--- config.mk ---
export PLATFORM = sky130hd
export DESIGN_NAME = pte_leaf_rules
export DESIGN_NICKNAME = d
export VERILOG_FILES = /design/src/rtl/pte_leaf_pkg.sv /design/src/rtl/pte_leaf_rules.sv
export SDC_FILE = /design/constraint.sdc
export NUM_CORES = 1
export LEC_CHECK = 0
export BUFFER_PORTS_ARGS = -buffer_cell sky130_fd_sc_hd__buf_2
export CORE_AREA = 2 2 39 41
export DETAILED_ROUTE_END_ITERATION = 10
export DIE_AREA = 0 0 41 43
export PLACE_DENSITY = 0.39
export SLEW_MARGIN = 15
export SYNTH_ARGS = -nofsm -noshare
export SYNTH_HDL_FRONTEND = slang
export SYNTH_SLANG_ARGS = --single-unit
--- constraint.sdc ---
create_clock -name vclk -period 1.8
set_input_delay 0.27 -clock vclk [all_inputs]
set_output_delay 0.27 -clock vclk [all_outputs]
set_load 0.05 [all_outputs]
--- src/rtl/pte_leaf_pkg.sv ---
package pte_leaf_pkg;

   // Access kind encoding
   localparam logic [1:0] ACC_LOAD  = 2'b00;
   localparam logic [1:0] ACC_STORE = 2'b01;
   localparam logic [1:0] ACC_FETCH = 2'b10;

   // Entry bit positions
   localparam int PB_V      = 0;
   localparam int PB_R      = 1;
   localparam int PB_W      = 2;
   localparam int PB_X      = 3;
   localparam int PB_U      = 4;
   localparam int PB_D      = 7;
   localparam int PB_PPN_LO = 10;
   localparam int PB_MT_LO  = 61;
   localparam int MT_W      = 2;
   localparam int PB_N      = 63;

   // Fault causes in priority order
   typedef enum logic [3:0] {
      FLT_NONE     = 4'd0,
      FLT_MISALIGN = 4'd1,
      FLT_MEMTYPE  = 4'd2,
      FLT_RSVD_W   = 4'd3,
      FLT_RSVD_WX  = 4'd4,
      FLT_USER_PG  = 4'd5,
      FLT_SUPV_PG  = 4'd6,
      FLT_NO_READ  = 4'd7,
      FLT_NO_WRITE = 4'd8,
      FLT_NO_EXEC  = 4'd9,
      FLT_NAPOT    = 4'd10
   } fault_e;

endpackage

--- src/rtl/pte_leaf_rules.sv ---
module pte_leaf_rules
   import pte_leaf_pkg::*;
(
   input  logic        bit_r,
   input  logic        bit_w,
   input  logic        bit_x,
   input  logic        bit_u,
   input  logic        bit_d,
   input  logic        memtype_set,
   input  logic        memtype_ok,
   input  logic [1:0]  acc,
   input  logic        smode,
   input  logic        sum,
   input  logic        mxr,
   input  logic        misaligned,
   input  logic        napot_bad,
   output fault_e      cause,
   output logic        grant_rd,
   output logic        grant_wr,
   output logic        grant_ex
);

   logic [2:0] xwr;
   logic       is_load, is_store, is_fetch;
   logic       user_bad, supv_bad;

   assign xwr      = {bit_x, bit_w, bit_r};
   assign is_load  = (acc == ACC_LOAD);
   assign is_store = (acc == ACC_STORE);
   assign is_fetch = (acc == ACC_FETCH);
   assign user_bad = bit_u && smode && !(sum && !is_fetch);
   assign supv_bad = !bit_u && !smode;

   always_comb begin
      cause = FLT_NONE;
      if (misaligned)                                cause = FLT_MISALIGN;
      else if (memtype_set && !memtype_ok)           cause = FLT_MEMTYPE;
      else if (xwr == 3'b010)                        cause = FLT_RSVD_W;
      else if (xwr == 3'b110)                        cause = FLT_RSVD_WX;
      else if (user_bad)                             cause = FLT_USER_PG;
      else if (supv_bad)                             cause = FLT_SUPV_PG;
      else if (is_load && !(bit_r || (bit_x && mxr))) cause = FLT_NO_READ;
      else if (is_store && !bit_w)                   cause = FLT_NO_WRITE;
      else if (is_fetch && !bit_x)                   cause = FLT_NO_EXEC;
      else if (napot_bad)                            cause = FLT_NAPOT;
   end

   assign grant_rd = bit_r || (bit_x && mxr);
   assign grant_ex = bit_x;
   assign grant_wr = bit_w && (is_store || bit_d);

endmodule

# Word level (Yosys, flattened, before mapping)
# Cells that the tools add are included.
[op_classes]
muxes = 10
n_eq_ne = 4
reduce_logical = 21
[ops]
columns = ["cell", "n"]
rows = [
  ["$mux 4", 10],
  ["$logic_and 1x1->1", 10],
  ["$logic_not 1->1", 8],
  ["$eq 3x2->1 const B", 1],
  ["$eq 3x3->1 const B", 1],
  ["$eq 2x1->1 const B", 1],
  ["$eq 2x2->1 const B", 1],
  ["$logic_not 2->1", 1],
  ["$logic_or 1x1->1", 2],
]
[totals]
word_cells = 35
out_inout_bits = 7
in_bits = 14
regBits = 0

# Longest topological paths before layout
# Gate-level depths: netlist of the first run.
[depth]
depth_word = 11
ltp_mapped = 4
ltp_nobuf = 4

# Least setup slack after synthesis of the first run
# No wires, ideal clock.
[synth_path]
kind = "input port to output port"
startpoint = "input acc[0]"
endpoint = "output cause[2]"
t_arrival_ns = 2.250
required_time_ns = 1.530
cell_stages = 4
n_path_buf = 0
slack_ns = -0.720
path_cell_list = "nand2b_1 -> a21oi_2 -> nor3_1 -> nor4_1"
[synth_between]
elab_chain_len = 11
[synth_lines]
columns = ["element", "line_no", "source"]
rows = [
  ["start: declaration", "pte_leaf_rules.sv:11", "input logic [1:0] acc,"],
  ["$eq 2x2->1", "pte_leaf_rules.sv:30", "assign is_fetch = (acc == ACC_FETCH);"],
  ["$logic_and 1x1->1", "pte_leaf_rules.sv:44", "else if (is_fetch && !bit_x) cause = FLT_NO_EXEC;"],
  ["$mux 4", "pte_leaf_rules.sv:44", ""],
  ["$mux 4", "pte_leaf_rules.sv:43", "else if (is_store && !bit_w) cause = FLT_NO_WRITE;"],
  ["$mux 4", "pte_leaf_rules.sv:42", "else if (is_load && !(bit_r || (bit_x && mxr))) cause = FLT_NO_READ;"],
  ["$mux 4", "pte_leaf_rules.sv:41", "else if (supv_bad) cause = FLT_SUPV_PG;"],
  ["$mux 4 (*)", "pte_leaf_rules.sv:40", "else if (user_bad) cause = FLT_USER_PG;"],
  ["$mux 4 (*)", "pte_leaf_rules.sv:39", "else if (xwr == 3'b110) cause = FLT_RSVD_WX;"],
  ["$mux 4 (*)", "pte_leaf_rules.sv:38", "else if (xwr == 3'b010) cause = FLT_RSVD_W;"],
  ["$mux 4 (*)", "pte_leaf_rules.sv:37", "else if (memtype_set && !memtype_ok) cause = FLT_MEMTYPE;"],
  ["$mux 4 (*)", "pte_leaf_rules.sv:36", "if (misaligned) cause = FLT_MISALIGN;"],
  ["end: declaration", "pte_leaf_rules.sv:17", "output fault_e cause,"],
]
# Mark *: on every way between the ends. The rest lies on a longest branch, timed or not.

# Worst setup path in the final report of the first run
[layout_path]
startpoint = "input bit_x"
endpoint = "output cause[1]"
[layout_between]
elab_chain_len = 11
[layout_lines]
columns = ["element", "line_no", "source"]
rows = [
  ["start: declaration", "pte_leaf_rules.sv:6", "input logic bit_x,"],
  ["$logic_not 1->1 / $logic_and 1x1->1 (equally long branches)", "pte_leaf_rules.sv:44, pte_leaf_rules.sv:42", ""],
  ["$logic_and 1x1->1 / $logic_or 1x1->1 (equally long branches)", "pte_leaf_rules.sv:44, pte_leaf_rules.sv:42", ""],
  ["$mux 4 / $logic_not 1->1 (equally long branches)", "pte_leaf_rules.sv:44, pte_leaf_rules.sv:42", ""],
  ["$mux 4 / $logic_and 1x1->1 (equally long branches)", "pte_leaf_rules.sv:43, pte_leaf_rules.sv:42", ""],
  ["$mux 4", "pte_leaf_rules.sv:42", ""],
  ["$mux 4", "pte_leaf_rules.sv:41", ""],
  ["$mux 4", "pte_leaf_rules.sv:40", ""],
  ["$mux 4", "pte_leaf_rules.sv:39", ""],
  ["$mux 4 (*)", "pte_leaf_rules.sv:38", ""],
  ["$mux 4 (*)", "pte_leaf_rules.sv:37", ""],
  ["$mux 4 (*)", "pte_leaf_rules.sv:36", ""],
]
# Marks and branches as above.

==> results.py, run 1 <==
metrics = {
    "timing": {
        "finalSetupViolations": 0,
        "tightest_slew_ns": 0.3613,
        "slew_headroom": 0.7587,
        "fmax_mhz": 580.5,
        "hold_viol_final": 0,
        "fin_crit_sh": 0.9570,
        "drv_slew": 0,
        "rsz0062_at_grt": "no",
        "fin_crit_ns": 1.723,
    },
    "cts": {
        "ctsHoldBuffers": 0,
        "post-cts-setup-buffer-count": 0,
    },
    "grt": {
        "grt_pass1_wl_um": 1110,
        "first_global_vias": 276,
        "antenna_found_initial": 0,
        "overflow": 0,
        "grtUsageTotal": 0.08292,
        "grt_max_degree": 7,
    },
    "final_layout": {
        "drive_above_1_share": 0.5763,
        "mostFrequentLayoutCell": "buf_2",
        "stdcell_count": 75,
        "nets": 75,
        "seq_area_um2": 0,
        "n_clock_buffer": 0,
        "seq_cell_count": 0,
        "diodes": 0,
        "areaGrowthSynthToFinish_pct": 91.91,
        "mostFrequentLayoutCells": "buf_2, buf_4, nor2_1",
    },
    "worst_setup_path": {
        "critPathMaxStageDelay_ns": 0.39,
        "critical_path.max_fanout": 2,
        "worst_ep_arrival_time_ns": 1.45,
        "crit_type": "in -> out",
        "crit_chain": "buf_2, a2111oi_4, nor2_1, a221oi_2, o31a_1, buf_4",
        "start_kind": "input pin",
        "end_kind": "output port",
        "cpMaxStageDelayCell": "a2111oi_4",
        "worstPathRequired_ns": 1.53,
    },
    "floorplan": {
        "fp.dieH_um": 43,
        "io_pins": 21,
        "design.core.area_mm2": 0.001384,
        "die-area_mm2": 0.001763,
        "start_util": 0.1564,
        "dieWidth_um": 41,
        "row_count": 14,
    },
    "placement": {
        "numPlacedInstances": 75,
        "dp_hpwl_um": 630.3,
        "port_buffers": 21,
        "place_congestion": 0.7280,
    },
    "drt": {
        "drt_pass1_iterations": 2,
        "viasPerCell": 4.187,
        "avgRoutedWirePerCell_um": 9.440,
        "vias": 314,
        "postRouteAntennaNets": 0,
        "initialDrtViolationCount": 4,
        "routed_wl_um": 708,
        "drc": 0,
    },
    "pwr": {
        "p_sw_mw": 0.08374,
        "power_frac_comb": 1.000,
        "pwr-share-clk": 0,
        "power.leakage_nw": 0.2186,
        "total_power_mw": 0.1348,
        "seq_power_share": 0,
        "peakVddDrop_mv": 0.1157,
        "powerDensity_mw_per_mm2": 324.6,
        "p_int_mw": 0.05108,
        "swShare": 0.6211,
    },
    "run": {
        "drv_cap": 0,
    },
    "synth": {
        "synth_cell_types": 19,
        "synth.avg_cell_area_um2": 6.764,
        "syn_area_um2": 216.5,
        "seq_area_frac_synth": 0,
        "syn_inst": 32,
        "synth_fp_nets": 46,
        "ys_warn_count": 0,
    },
    "worst_hold_path": {
        "hp-class": "in -> out",
    },
    "run_status": {
        "status": "complete, no violations",
    },
}
-- routing by layer --
metal / wire length, µm / GRT usage
met2: 300 / 0.1281
met4: 0 / 0
met1: 346 / 0.1329
met5: 0 / 0
met3: 61 / 0
-- kinds of logic (layout without fill, tap and decap cells) --
logic type,Yosys count,count (layout),synth area share
compound gates,13,13,0.5897
buf+inv,5,32,0.1040
simple gates,14,14,0.3064
-- Yosys cell counts, drive strengths merged --
master	number	area, µm²
nor4	1	6.260
nor2	5	18.77
o21bai	1	7.510
nand2	3	11.26
o22ai	1	6.260
o221ai	1	8.760
nor3	1	5.000
a22oi	1	7.510
a21boi	1	7.510
a21oi	1	8.760
o31a	1	8.760
nand2b	3	18.77
inv	4	15.01
buf	1	7.510
nor2b	1	6.260
o21ai	2	10.01
o211a	2	20.02
a2111oi	1	27.53
a221oi	1	15.01
-- power by group through the flow --
stage | logic, mW | registers [mW] | clock network [mW]
6_report | 0.135 | 0 | 0
5_1_grt | 0.145 | 0 | 0
4_1_cts | 0.134 | 0 | 0
3_5_place_dp | 0.132 | 0 | 0
3_3_place_gp | 0.132 | 0 | 0
2_1_floorplan | 0.0809 | 0 | 0
-- timing repair --
item	4_1_cts	5_1_grt
endpoints found under the hold margin	0	0
setup endpoints to repair	1	1
pin swaps	0	0
gates resized for setup	1	3
gates cloned	0	0
-- critical path, delay by kind of cell --
kind | cells | cell delay (ns)
AO/OA/AOI/OAI | 3 | 0.77
AND/OR/NAND/NOR | 1 | 0.10
buffers and inverters | 2 | 0.31
-- final cells by class --
type	count	area (µm²)
fill	166	968.4
inverter	4	15.01
multi-input combinational	27	220.2
tap	16	20.02
timing repair buffer	28	160.2
-- metrics by stage --
stage               hold WS (ns)  setup TNS [ns]  setup slack [ns]  utilization  cell area [µm²]
floorplan                 0.6073               0           0.02471            -            231.5
CTS                       0.9231               0          0.007089       0.2939            406.6
global placement          0.9237        -0.02016          -0.02016       0.2902            401.6
global route              0.9436               0           0.01165       0.3002            415.4
detailed placement        0.9217        -0.03892          -0.03892       0.2902            401.6
finish                    0.9217               0           0.07737       0.3002            415.4
-- path summary, 6_finish.rpt --
check | start | slack [ns] | depth (start not counted) | end
hold / removal | misaligned | 0.92 | 3 | cause[2]
setup / recovery | bit_x | 0.08 | 6 | cause[1]
(Power assumes the default switching activity.)
==> run 2, diff against run 1 <==
--- a/config.mk
+++ b/config.mk
@@ -10,6 +10,7 @@
 export DETAILED_ROUTE_END_ITERATION = 10
 export DIE_AREA = 0 0 41 43
 export PLACE_DENSITY = 0.39
+export SETUP_SLACK_MARGIN = 0.2
 export SLEW_MARGIN = 15
 export SYNTH_ARGS = -nofsm -noshare
 export SYNTH_HDL_FRONTEND = slang
==> run 2 against run 1 <==
Against the previous run: utilization rose by 2.3 points; power rose by 9.5%; worst setup slack improved by 0.053 ns; design area rose by 7.5%; first-iteration DRC count fell by 75%; count of clock-buffer cells in the layout did not move; maximum frequency rose by 3.2%; critical path depth did not move.
==> results.py, run 2 (synthesis results as in run 1) <==
metrics = {
    "floorplan": {
        "io_pins": 21,
        "dieWidth_um": 41,
        "row_count": 14,
        "start_util": 0.1564,
        "die-area_mm2": 0.001763,
        "fp.dieH_um": 43,
        "design.core.area_mm2": 0.001384,
    },
    "grt": {
        "overflow": 0,
        "grt_max_degree": 7,
        "first_global_vias": 285,
        "top_usage_layer": "met2",
        "antenna_found_initial": 0,
        "grtUsageMet2": 0.1531,
        "grt_pass1_wl_um": 1131,
        "grtUsageTotal": 0.08591,
        "grt_util_met1": 0.1108,
        "gr-usage-met3": 0.01047,
    },
    "final_layout": {
        "fillCellCount": 162,
        "areaGrowthSynthToFinish_pct": 106.4,
        "final_area_um2": 446.7,
        "mostFrequentLayoutCell": "buf_2",
        "nets": 70,
        "seq_area_um2": 0,
        "drive_above_1_share": 0.6111,
        "n_clock_buffer": 0,
        "seq_cell_count": 0,
        "diodes": 0,
        "mostFrequentLayoutCells": "buf_2, inv_1, nor2_1, buf_4",
        "multiInputGateArea_um2": 244.0,
        "utilization": 0.3228,
        "stdcell_count": 70,
    },
    "timing": {
        "fmax_mhz": 598.9,
        "whs_ns": 0.8757,
        "rsz0062_at_grt": "yes",
        "drv_slew": 0,
        "hold_viol_final": 0,
        "tightest_slew_ns": 0.4148,
        "finalSetupViolations": 0,
        "slew_headroom": 0.7229,
        "fin_crit_sh": 0.9276,
        "fin_crit_ns": 1.670,
        "finalSetupTns_ns": 0,
        "setup_ws_ns": 0.1304,
    },
    "drt": {
        "avgRoutedWirePerCell_um": 10.16,
        "drc": 0,
        "postRouteAntennaNets": 0,
        "drt_pass1_iterations": 2,
        "vias": 316,
        "routed_wl_um": 711,
        "viasPerCell": 4.514,
        "initialDrtViolationCount": 1,
    },
    "worst_setup_path": {
        "start_kind": "input pin",
        "end_kind": "output port",
        "critPathMaxStageDelay_ns": 0.39,
        "worst_ep_arrival_time_ns": 1.40,
        "crit_type": "in -> out",
        "path_common_cell": "buf_8",
        "crit_chain": "buf_8, a2111oi_4, nor2_1, a221oi_2, o31a_2, buf_8",
        "cpMaxStageDelayCell": "a2111oi_4",
        "worstPathRequired_ns": 1.53,
        "critical_path.max_fanout": 2,
    },
    "pwr": {
        "seq_power_share": 0,
        "p_sw_mw": 0.08703,
        "total_power_mw": 0.1476,
        "powerDensity_mw_per_mm2": 330.4,
        "swShare": 0.5897,
        "pwr-share-clk": 0,
        "peakVddDrop_mv": 0.1358,
        "power_frac_comb": 1.000,
        "power.leakage_nw": 0.2153,
        "p_int_mw": 0.06056,
    },
    "placement": {
        "numPlacedInstances": 69,
        "dpl_worst_slack_ns": -0.02519,
        "place_congestion": 0.6446,
        "dp_hpwl_um": 631.1,
        "placed_area_um2": 362.8,
        "port_buffers": 21,
    },
    "run_status": {
        "status": "complete, no violations",
    },
    "run": {
        "drv_cap": 0,
    },
    "worst_hold_path": {
        "hold_end": "cause[2]",
        "hp-start": "misaligned",
        "hold_depth": 3,
        "hp-class": "in -> out",
    },
    "cts": {
        "ctsHoldBuffers": 0,
    },
}
[run 2: cell count changes in the layout (fill, tap and decap cells not counted), sizes merged]
cell / delta
buf: -5
[run 2: timing repair]
item	CTS	global route
endpoints found under the setup margin	4	4
gates cloned	0	0
setup buffers	1	0
pin swaps	5	5
resized for setup	16	6
[run 2: critical path: cells and delay by family]
family	cells	cell delay, ns
AOI/OAI and AO/OA	3	0.80
buffers and inverters	2	0.24
and+or+nand+nor	1	0.09
[run 2: final cells by class]
type | count | area share
multi-input cells | 27 | 0.5462
repair buffers | 23 | 0.3754
well taps | 16 | 0.04482
inverters | 4 | 0.03361
[run 2: power groups by stage]
| stage | Clock, mW | Combinational, mW | Sequential, mW |
|---|---|---|---|
| final | 0 | 0.148 | 0 |
| after global routing | 0 | 0.159 | 0 |
| after CTS | 0 | 0.145 | 0 |
| after detailed placement | 0 | 0.124 | 0 |
| after global placement | 0 | 0.124 | 0 |
| after floorplan | 0 | 0.0831 | 0 |
[run 2: layer usage]
layer	part of all wire	vias up
met2	0.50	14
li1	-	164
met3	0.13	0
met4	0	0
met1	0.36	138
met5	0	-
[run 2: worst max path at each step]
stage / start / endpoint / slack [ns]
2_1_floorplan: bit_x / cause[2] / 0.14
3_3_place_gp: acc[0] / cause[3] / -0.04
3_5_place_dp: acc[0] / cause[3] / -0.03
4_1_cts: mxr / cause[1] / 0.10
5_1_grt: bit_x / cause[1] / 0.04
6_report: bit_x / cause[1] / 0.13
